<file path="src/rtl/tmr_pkg.sv">
package tmr_pkg;
  localparam logic [2:0] REV_MIRROR = 3'd1;

  typedef enum logic [1:0] {
    FLAG_HOLD  = 2'd0,
    FLAG_SET   = 2'd1,
    FLAG_CLEAR = 2'd2
  } flag_op_e;

  function automatic flag_op_e flag_decide(input logic ack, input logic hit);
    if (ack)      return FLAG_CLEAR;
    else if (hit) return FLAG_SET;
    else          return FLAG_HOLD;
  endfunction
endpackage

</file>
<file path="src/rtl/tmr_count_unit.sv">
module tmr_count_unit #(
  parameter int          WIDTH     = 32,
  parameter logic [WIDTH-1:0] RESET_VAL = 1
) (
  input  logic             clk,
  input  logic             rst_n,
  input  logic             tick_en,
  input  logic             freeze,
  input  logic             wr_en,
  input  logic [WIDTH-1:0] wr_data,
  output logic [WIDTH-1:0] count_q,
  output logic [WIDTH-1:0] count_inc,
  output logic             adv
);
  logic [WIDTH-1:0] count_d;
  logic             count_en;

  always_comb begin
    count_inc = count_q + WIDTH'(1);
    adv       = tick_en && !freeze && !wr_en;
    count_en  = wr_en || adv;
    count_d   = wr_en ? wr_data : count_inc;
  end

  always_ff @(posedge clk or negedge rst_n) begin
    if (!rst_n)        count_q <= RESET_VAL;
    else if (count_en) count_q <= count_d;
  end

  assert_step_R2: assert property (@(posedge clk) disable iff (!rst_n)
    (tick_en && !freeze && !wr_en) |=> count_q == WIDTH'($past(count_q) + WIDTH'(1)));
  assert_frozen_R4: assert property (@(posedge clk) disable iff (!rst_n)
    (freeze && !wr_en) |=> $stable(count_q));
  assert_load_R5: assert property (@(posedge clk) disable iff (!rst_n)
    wr_en |=> count_q == $past(wr_data));
endmodule

</file>
<file path="src/rtl/tmr_compare_unit.sv">
module tmr_compare_unit #(
  parameter int WIDTH = 32
) (
  input  logic             clk,
  input  logic             rst_n,
  input  logic             wr_en,
  input  logic [WIDTH-1:0] wr_data,
  input  logic             adv,
  input  logic [WIDTH-1:0] count_inc,
  output logic [WIDTH-1:0] cmp_q,
  output logic             hit
);
  logic [WIDTH-1:0] cmp_d;

  always_comb begin
    cmp_d = wr_data;
    hit   = adv && (count_inc == cmp_q);
  end

  always_ff @(posedge clk or negedge rst_n) begin
    if (!rst_n)     cmp_q <= '0;
    else if (wr_en) cmp_q <= cmp_d;
  end

  assert_cmp_load_R6: assert property (@(posedge clk) disable iff (!rst_n)
    wr_en |=> cmp_q == $past(wr_data));
  assert_cmp_keep_R6: assert property (@(posedge clk) disable iff (!rst_n)
    !wr_en |=> $stable(cmp_q));
endmodule

</file>
<file path="src/rtl/tmr_irq_unit.sv">
module tmr_irq_unit
  import tmr_pkg::*;
#(
  parameter bit HAS_MIRROR = 1'b1
) (
  input  logic       clk,
  input  logic       rst_n,
  input  logic       hit,
  input  logic       ack,
  input  logic [2:0] arch_rev,
  output logic       irq_q,
  output logic       pend_q
);
  flag_op_e op;
  logic     irq_d;

  always_comb begin
    op    = flag_decide(ack, hit);
    irq_d = irq_q;
    case (op)
      FLAG_SET:   irq_d = 1'b1;
      FLAG_CLEAR: irq_d = 1'b0;
      default:    irq_d = irq_q;
    endcase
  end

  always_ff @(posedge clk or negedge rst_n) begin
    if (!rst_n) irq_q <= 1'b0;
    else        irq_q <= irq_d;
  end

  generate
    if (HAS_MIRROR) begin : g_mirror
      logic pend_d;
      logic pend_en;
      always_comb begin
        pend_en = (arch_rev == REV_MIRROR) && (op != FLAG_HOLD);
        pend_d  = (op == FLAG_SET);
      end
      always_ff @(posedge clk or negedge rst_n) begin
        if (!rst_n)       pend_q <= 1'b0;
        else if (pend_en) pend_q <= pend_d;
      end

      assert_pend_set_R10: assert property (@(posedge clk) disable iff (!rst_n)
        (arch_rev == REV_MIRROR && hit && !ack) |=> pend_q);
      assert_pend_clr_R10: assert property (@(posedge clk) disable iff (!rst_n)
        (arch_rev == REV_MIRROR && ack) |=> !pend_q);
      assert_pend_hold_R11: assert property (@(posedge clk) disable iff (!rst_n)
        (arch_rev != REV_MIRROR) |=> $stable(pend_q));
    end else begin : g_no_mirror
      assign pend_q = 1'b0;
    end
  endgenerate

  assert_ack_R9: assert property (@(posedge clk) disable iff (!rst_n)
    ack |=> !irq_q);
  assert_sticky_R8: assert property (@(posedge clk) disable iff (!rst_n)
    (irq_q && !ack) |=> irq_q);
  assert_raise_R7: assert property (@(posedge clk) disable iff (!rst_n)
    (hit && !ack) |=> irq_q);
  assert_quiet_R7: assert property (@(posedge clk) disable iff (!rst_n)
    (!irq_q && !hit) |=> !irq_q);
endmodule

</file>
<file path="src/rtl/tick_match_timer.sv">
module tick_match_timer #(
  parameter int WIDTH      = 32,
  parameter bit HAS_MIRROR = 1'b1
) (
  input  logic             clk,
  input  logic             rst_n,
  input  logic             tick_en,
  input  logic             count_freeze,
  input  logic [2:0]       arch_rev,
  input  logic             count_wr,
  input  logic [WIDTH-1:0] count_wdata,
  input  logic             cmp_wr,
  input  logic [WIDTH-1:0] cmp_wdata,
  output logic [WIDTH-1:0] count_q,
  output logic [WIDTH-1:0] cmp_q,
  output logic             timer_irq,
  output logic             cause_pending
);
  localparam logic [WIDTH-1:0] COUNT_INIT = WIDTH'(1);

  logic [WIDTH-1:0] count_inc;
  logic             adv;
  logic             hit;

  tmr_count_unit #(.WIDTH(WIDTH), .RESET_VAL(COUNT_INIT)) u_count (
    .clk(clk), .rst_n(rst_n), .tick_en(tick_en), .freeze(count_freeze),
    .wr_en(count_wr), .wr_data(count_wdata),
    .count_q(count_q), .count_inc(count_inc), .adv(adv)
  );

  tmr_compare_unit #(.WIDTH(WIDTH)) u_compare (
    .clk(clk), .rst_n(rst_n), .wr_en(cmp_wr), .wr_data(cmp_wdata),
    .adv(adv), .count_inc(count_inc), .cmp_q(cmp_q), .hit(hit)
  );

  tmr_irq_unit #(.HAS_MIRROR(HAS_MIRROR)) u_irq (
    .clk(clk), .rst_n(rst_n), .hit(hit), .ack(cmp_wr), .arch_rev(arch_rev),
    .irq_q(timer_irq), .pend_q(cause_pending)
  );

  assert_no_load_hit_R7: assert property (@(posedge clk) disable iff (!rst_n)
    (count_wr && !timer_irq) |=> !timer_irq);
endmodule

</file>
<file path="config.mk">
export PLATFORM = sky130hd
export DESIGN_NAME = tick_match_timer
export DESIGN_NICKNAME = d
export VERILOG_FILES = /design/src/rtl/tmr_pkg.sv /design/src/rtl/tmr_count_unit.sv /design/src/rtl/tmr_compare_unit.sv /design/src/rtl/tmr_irq_unit.sv /design/src/rtl/tick_match_timer.sv
export SDC_FILE = /design/constraint.sdc
export NUM_CORES = 1
export LEC_CHECK = 0
export ABC_AREA = 1
export BUFFER_PORTS_ARGS = -buffer_cell sky130_fd_sc_hd__buf_2
export CAP_MARGIN = 20
export CORE_AREA = 4 4 91 110
export CTS_CLUSTER_DIAMETER = 200
export CTS_CLUSTER_SIZE = 25
export DETAILED_ROUTE_END_ITERATION = 6
export DIE_AREA = 0 0 95 114
export GPL_TIMING_DRIVEN = 0
export PLACE_DENSITY = 0.84
export SYNTH_ARGS = -nofsm -noshare
export SYNTH_HDL_FRONTEND = slang
export SYNTH_SLANG_ARGS = --single-unit
</file>
<file path="constraint.sdc">
create_clock -name clk -period 3.13 [get_ports clk]
set_clock_uncertainty 0.2 [all_clocks]
set_input_delay 0.4695 -clock clk [delete_from_list [all_inputs] [get_ports clk]]
set_output_delay 0.4695 -clock clk [all_outputs]
set_load 0.1 [all_outputs]
</file>
Word level (Yosys, flattened, before mapping)
Cells that the tools add are included.

Word-level logic and storage cells: 22. Input bits: 73. Output and inout bits: 66. Register bits after elaboration: 66.

Reductions and logical operators: 9. Equality and inequality tests: 4. Add/subtract/negate cells: 1. Muxes and demuxes: 4.

Operators with widths (number): $add 32x1->32 const B (1); $eq 32x32->1 (1); $mux 32 (1); $logic_and 1x1->1 (4); $reduce_bool 2->1 (2); $eq 3x1->1 const B (1); $eq 2x1->1 const B (1); $eq 2x2->1 const B (1); $logic_not 1->1 (2); $mux 2 (1); $pmux 1 s2 (1); $logic_or 1x1->1 (1); $mux 1 (1).

Logic depth before layout (Yosys ltp)
Depth after elaboration: 8. Gate-level depth with buffers: 15. Gate-level depth less buffers: 15.

Hierarchy
A second synthesis with hierarchy kept.

Cell total of the unflattened synthesis: 638. Area total of the unflattened synthesis: 4301.6 um^2.

By module, submodules not included: tmr_count_unit (cells each 389, area an instance 2464.9 um^2, sequential area each 802.0 um^2, instances 1); tmr_compare_unit (cells each 235, area an instance 1730.4 um^2, sequential area each 800.8 um^2, instances 1); tmr_irq_unit (cells each 14, area an instance 106.4 um^2, sequential area each 50.0 um^2, instances 1).

Worst setup path after synthesis
Ideal clock, no wire load.

Kind: register to register. From: register u_count.count_q[1]. To: register u_irq.pend_q. Setup slack: 292 ps. Data required time: 2853 ps. Setup time: 77 ps. Buffers on the path: 0. Cell stages (with the launch flop): 16. Period minus slack after synthesis: 2838 ps. Data arrival time: 2560 ps. Path through: dfrtp_1 ha_1 nand2_2 nor2_4 nand2_2 nor2_4 nand2_1 nand2_1 nand2_1 nand2_1 nand2_1 nor2_1 nand2_1 nor2_2 nand4_1 a21oi_1.

Word-level cells in the longest chain between the ends: 7. Elaborated cells between the ends (all ways): 8. Classes of those cells: add/sub: 1; eq/ne: 2; mux: 2; reduce/logical: 3.

Ends and longest elaborated chain: start, declared (line tmr_count_unit.sv:11) `output logic [WIDTH-1:0] count_q,`; start signal, assigned (line tmr_count_unit.sv:27) `else if (count_en) count_q <= count_d;`; $add 32x1->32 * (line tmr_count_unit.sv:19) `count_inc = count_q + WIDTH'(1);`; $eq 32x32->1 * (line tmr_compare_unit.sv:17) `hit = adv && (count_inc == cmp_q);`; $logic_and 1x1->1 * (line tmr_compare_unit.sv:17); $mux 1 * (line tmr_pkg.sv:12) `else if (hit) return FLAG_SET;`; $mux 2 * (line tmr_pkg.sv:11) `if (ack) return FLAG_CLEAR;`; $reduce_bool 2->1 (line tmr_irq_unit.sv:37) `pend_en = (arch_rev == REV_MIRROR) && (op != FLAG_HOLD);`; $logic_and 1x1->1 (line tmr_irq_unit.sv:37); end signal, assigned (line tmr_irq_unit.sv:42) `else if (pend_en) pend_q <= pend_d;`; end, declared (line tmr_irq_unit.sv:12) `output logic pend_q`.

Every way passes the cells marked *; elsewhere a longest branch is shown, timed or not. A chain may end at the register's enable or synchronous reset.

Worst setup path in the final report
From: register u_count.count_q[0]. To: register u_irq.pend_q.

Same word-level chain as after synthesis.

==> metrics.md <==
| Metric | Value |
|---|---|
| Sw frac | a little under half |
| Maximum Capacitance Violations | 0 |
| Gpl congestion | 0.944 |
| Largest net degree at the start of global routing | 67 |
| Clk pwr share | 25.6% |
| Syn Nets | 739 |
| Flop pwr share | roughly a third |
| Clk buf depth | 2 |
| Nets | 886 |
| Worst vdd ir | roughly 0.32 mV |
| DR WL/cell | around 15 um |
| R2r endpoint | u_irq.pend_q |
| Routed WL | ~14 mm |
| Met1 Track Usage GR | around a third |
| Syn Inst Count | approximately 670 |
| Std cell rows | 38 |
| Most frequent cell after synthesis | nand2_1 |
| Post-cts resize count | 0 |
| R2r setup slk | between 500 and 600 ps |
| CTS tree | done |
| Met2 Track Usage GR | a little under half |
| Unrepaired setup endpoints after global routing | false |
| Outcome | complete, no violations |
| Final setup viols | 0 |
| Lkg Pwr | approximately 2.8 nW |
| GRT overflow | 0 |
| Via/cell ratio | 5.18 |
| Antenna Cells | 0 |
| Post-synth EDFFs | 0 |
| Crit start category | register |
| I/O Buffers | 136 |
| Critical R2R Launch | u_count.count_q[0] |
| Clock Latency Late Sink | ~360 ps |
| Clk sink count | 66 |
| Die area | between 10000 and 15000 um2 |
| Drt drc | 0 |
| GRT busiest layer | met2 |
| Final Hold Vio Count | 0 |
| Leading cell types by count after synthesis | nand2_1, inv_1, nand3_1, dfrtp_1, nor2_1 |
| P per Cell Area | 550 nW/um2 |
| WP data required | 3220 ps |
| Cell taking the most area after synthesis | dfrtp_1 |
| Postcts setup bufs | 0 |
| Synth Register Bits | between 60 and 70 |
| Dpl cells | roughly 920 |
| Normalized max-slew margin | between 40% and 50% |
| Final instance count without filler cells | 937 |
| CP peak stage delay | roughly 570 ps |
| Vias | about 4.9k |
| Final design utilization | 60.2% |
| Mean Syn Cell Area | approximately 6.5 um2 |
| YS warnings | 0 |
| Synth Flop Type | dfrtp_1 |
| Synth top area share | 37.4% |
| Clock slew at reported path FFs | roughly 80 ps |
| Area contributors post-synth | dfrtp_1, nand2_1, nand3_1, inv_1, nor2_1 |
| Initial Util | between 40% and 50% |
| # H-tree levels | 3 |
| Crit-path slowest cell | dfstp_2 |
| Net Sw Power | around 1.4 mW |
| Fmax achieved | approximately 380 MHz |
| Worst Path Arrival | 2720 ps |
| Filler instances | around 900 |
| Pint | 1.55 mW |
| Detailed Routing Iterations Pass 1 | 5 |
| First-pass GRT wire length | roughly 22 mm |
| GRT Overall Usage | 26.9% |
| Area of the mapped netlist | 4350 um2 |
| Count of cell types in the netlist | 26 |
| Min Tclk post-route | 2630 ps |
| Crit-path most repeated cell | nand3_1 |
| Final HPWL DP | approximately 11 mm |
| CTS buffer count | 9 |
| Vias in the first global route | 4699 |
| R2R depth | 13 |
| Die width | roughly 95 um |
| Layout cell share with drive strength beyond 1 | between 20 and 25% |
| Initial antenna violation count | 0 |
| Crit-path cells | ha_1 > nand2_2 > nor2_4 > nand2_2 > nor2_4 > nand3_1 > nand3_1 > nand2_1 > inv_1 > nand3_1 > nor2_2 > nand4_1 > a21oi_1 |
| Async set-reset flop share out of synthesis | between 90% and 100% |
| Post-synthesis sequential area ratio | between 30% and 40% |
| Tightest Pin Transition | about 860 ps |
| M3 GR Usage | 4.09% |
| Final ANT Viol Nets | 0 |
| Die Y | between 100 and 150 um |
| Tcrit/Tclk final | 84.0% |
| Drt first-iter violations | ~320 |
| Area growth syn-to-layout | 23.8% |
| I/O pin cnt | around 140 |
| Core Area | between 8000 and 9000 um2 |
| Final Max Tran Viols | 0 |
| Crit Path Max Fanout | 5 |
| Critical Path End Type | register |
| Buffer type at the clock tree root | clkbuf_8 |
| Setup tns final | 0 ps |
| Total power | around 3 mW |
| Hold_buf cts | 0 |
| CP Class | register to register |
| Worst Hold Class | primary input to async pin |
| Combinational share of power | between 30% and 40% |
## cells by family after synthesis
kind of cell	count (synthesis)	share of synthesized area, %
AND/OR/NAND/NOR	431	41.9
buffers and inverters	94	8.11
adder cells (fa/ha/maj)	1	0.288
flip-flops	66	38.0
AO/OA/AOI/OAI	68	10.1
XOR/XNOR	5	1.64
## worst max-delay path: cells and delay by family (launching register included)
kind / cells / cell delay (ps)
flops: 1 / 570
compound gates: 1 / 130
simple gates: 10 / 1370
buf+inv: 1 / 60
fa+ha+maj: 1 / 230
## stage by stage
stage | cell area (um2) | setup slack, ps | hold slack, ps
after global placement | 5180 | 486 | 299
final | 5390 | 501 | 20.8
after detailed placement | 5180 | 444 | 306
after CTS | 5390 | 525 | 50.9
after floorplan | 4350 | 292 | -26.1
after global routing | 5390 | 339 | 103
## how the worst max path moves through the flow
stage                             startpoint      endpoint  slack, ps
after CTS                 u_count.count_q[0]  u_irq.pend_q        530
after floorplan           u_count.count_q[1]  u_irq.pend_q        290
after global routing      u_count.count_q[0]  u_irq.pend_q        340
after detailed placement        count_freeze  u_irq.pend_q        440
after global placement          count_freeze  u_irq.pend_q        490
final                     u_count.count_q[0]  u_irq.pend_q        500
## metal layers
layer	wire length, um	vias to the layer above
met1	5740	2206
met3	959	33
met5	0	-
li1	-	2415
met4	490	0
met2	7080	203
## layout make-up
type / count / area, um2 / share of cell area, %
Multi-Input combinational cell: 505 / 2340 / 43.5
Clock inverter: 6 / 65.1 / 1.21
Sequential cell: 66 / 1650 / 30.7
Tap cell: 120 / 150 / 2.79
Inverter: 78 / 293 / 5.44
Timing Repair Buffer: 136 / 683 / 12.7
Clock buffer: 10 / 138 / 2.56
Buffer: 16 / 60.1 / 1.12
## flip-flops by register name (all words and copies together), names as in the netlist
register and count:
u_compare.cmp_q 32, u_count.count_q 32, u_irq.irq_q 1, u_irq.pend_q 1
## cell usage in the layout (no fill, tap or decap), types with 4 or more instances in the layout
| master | n |
|---|---|
| nor2_1 | 61 |
| buf_2 | 135 |
| nor2_2 | 6 |
| clkbuf_1 | 16 |
| nand2_1 | 278 |
| inv_1 | 76 |
| o211ai_1 | 18 |
| nand2_2 | 4 |
| clkbuf_8 | 10 |
| dfrtp_1 | 65 |
| o221ai_1 | 13 |
| nand3_1 | 66 |
| nor2_4 | 6 |
| o21ai_0 | 33 |
## power by group through the flow
stage / registers (mW) / clock network (mW) / logic, mW
CTS: 1.03 / 0.757 / 1.17
floorplan: 1.64 / 0 / 0.312
global route: 1.05 / 0.794 / 1.24
global placement: 1.05 / 0 / 1.15
finish: 1.04 / 0.758 / 1.17
detailed placement: 1.05 / 0 / 1.16
(Power assumes the default switching activity.)
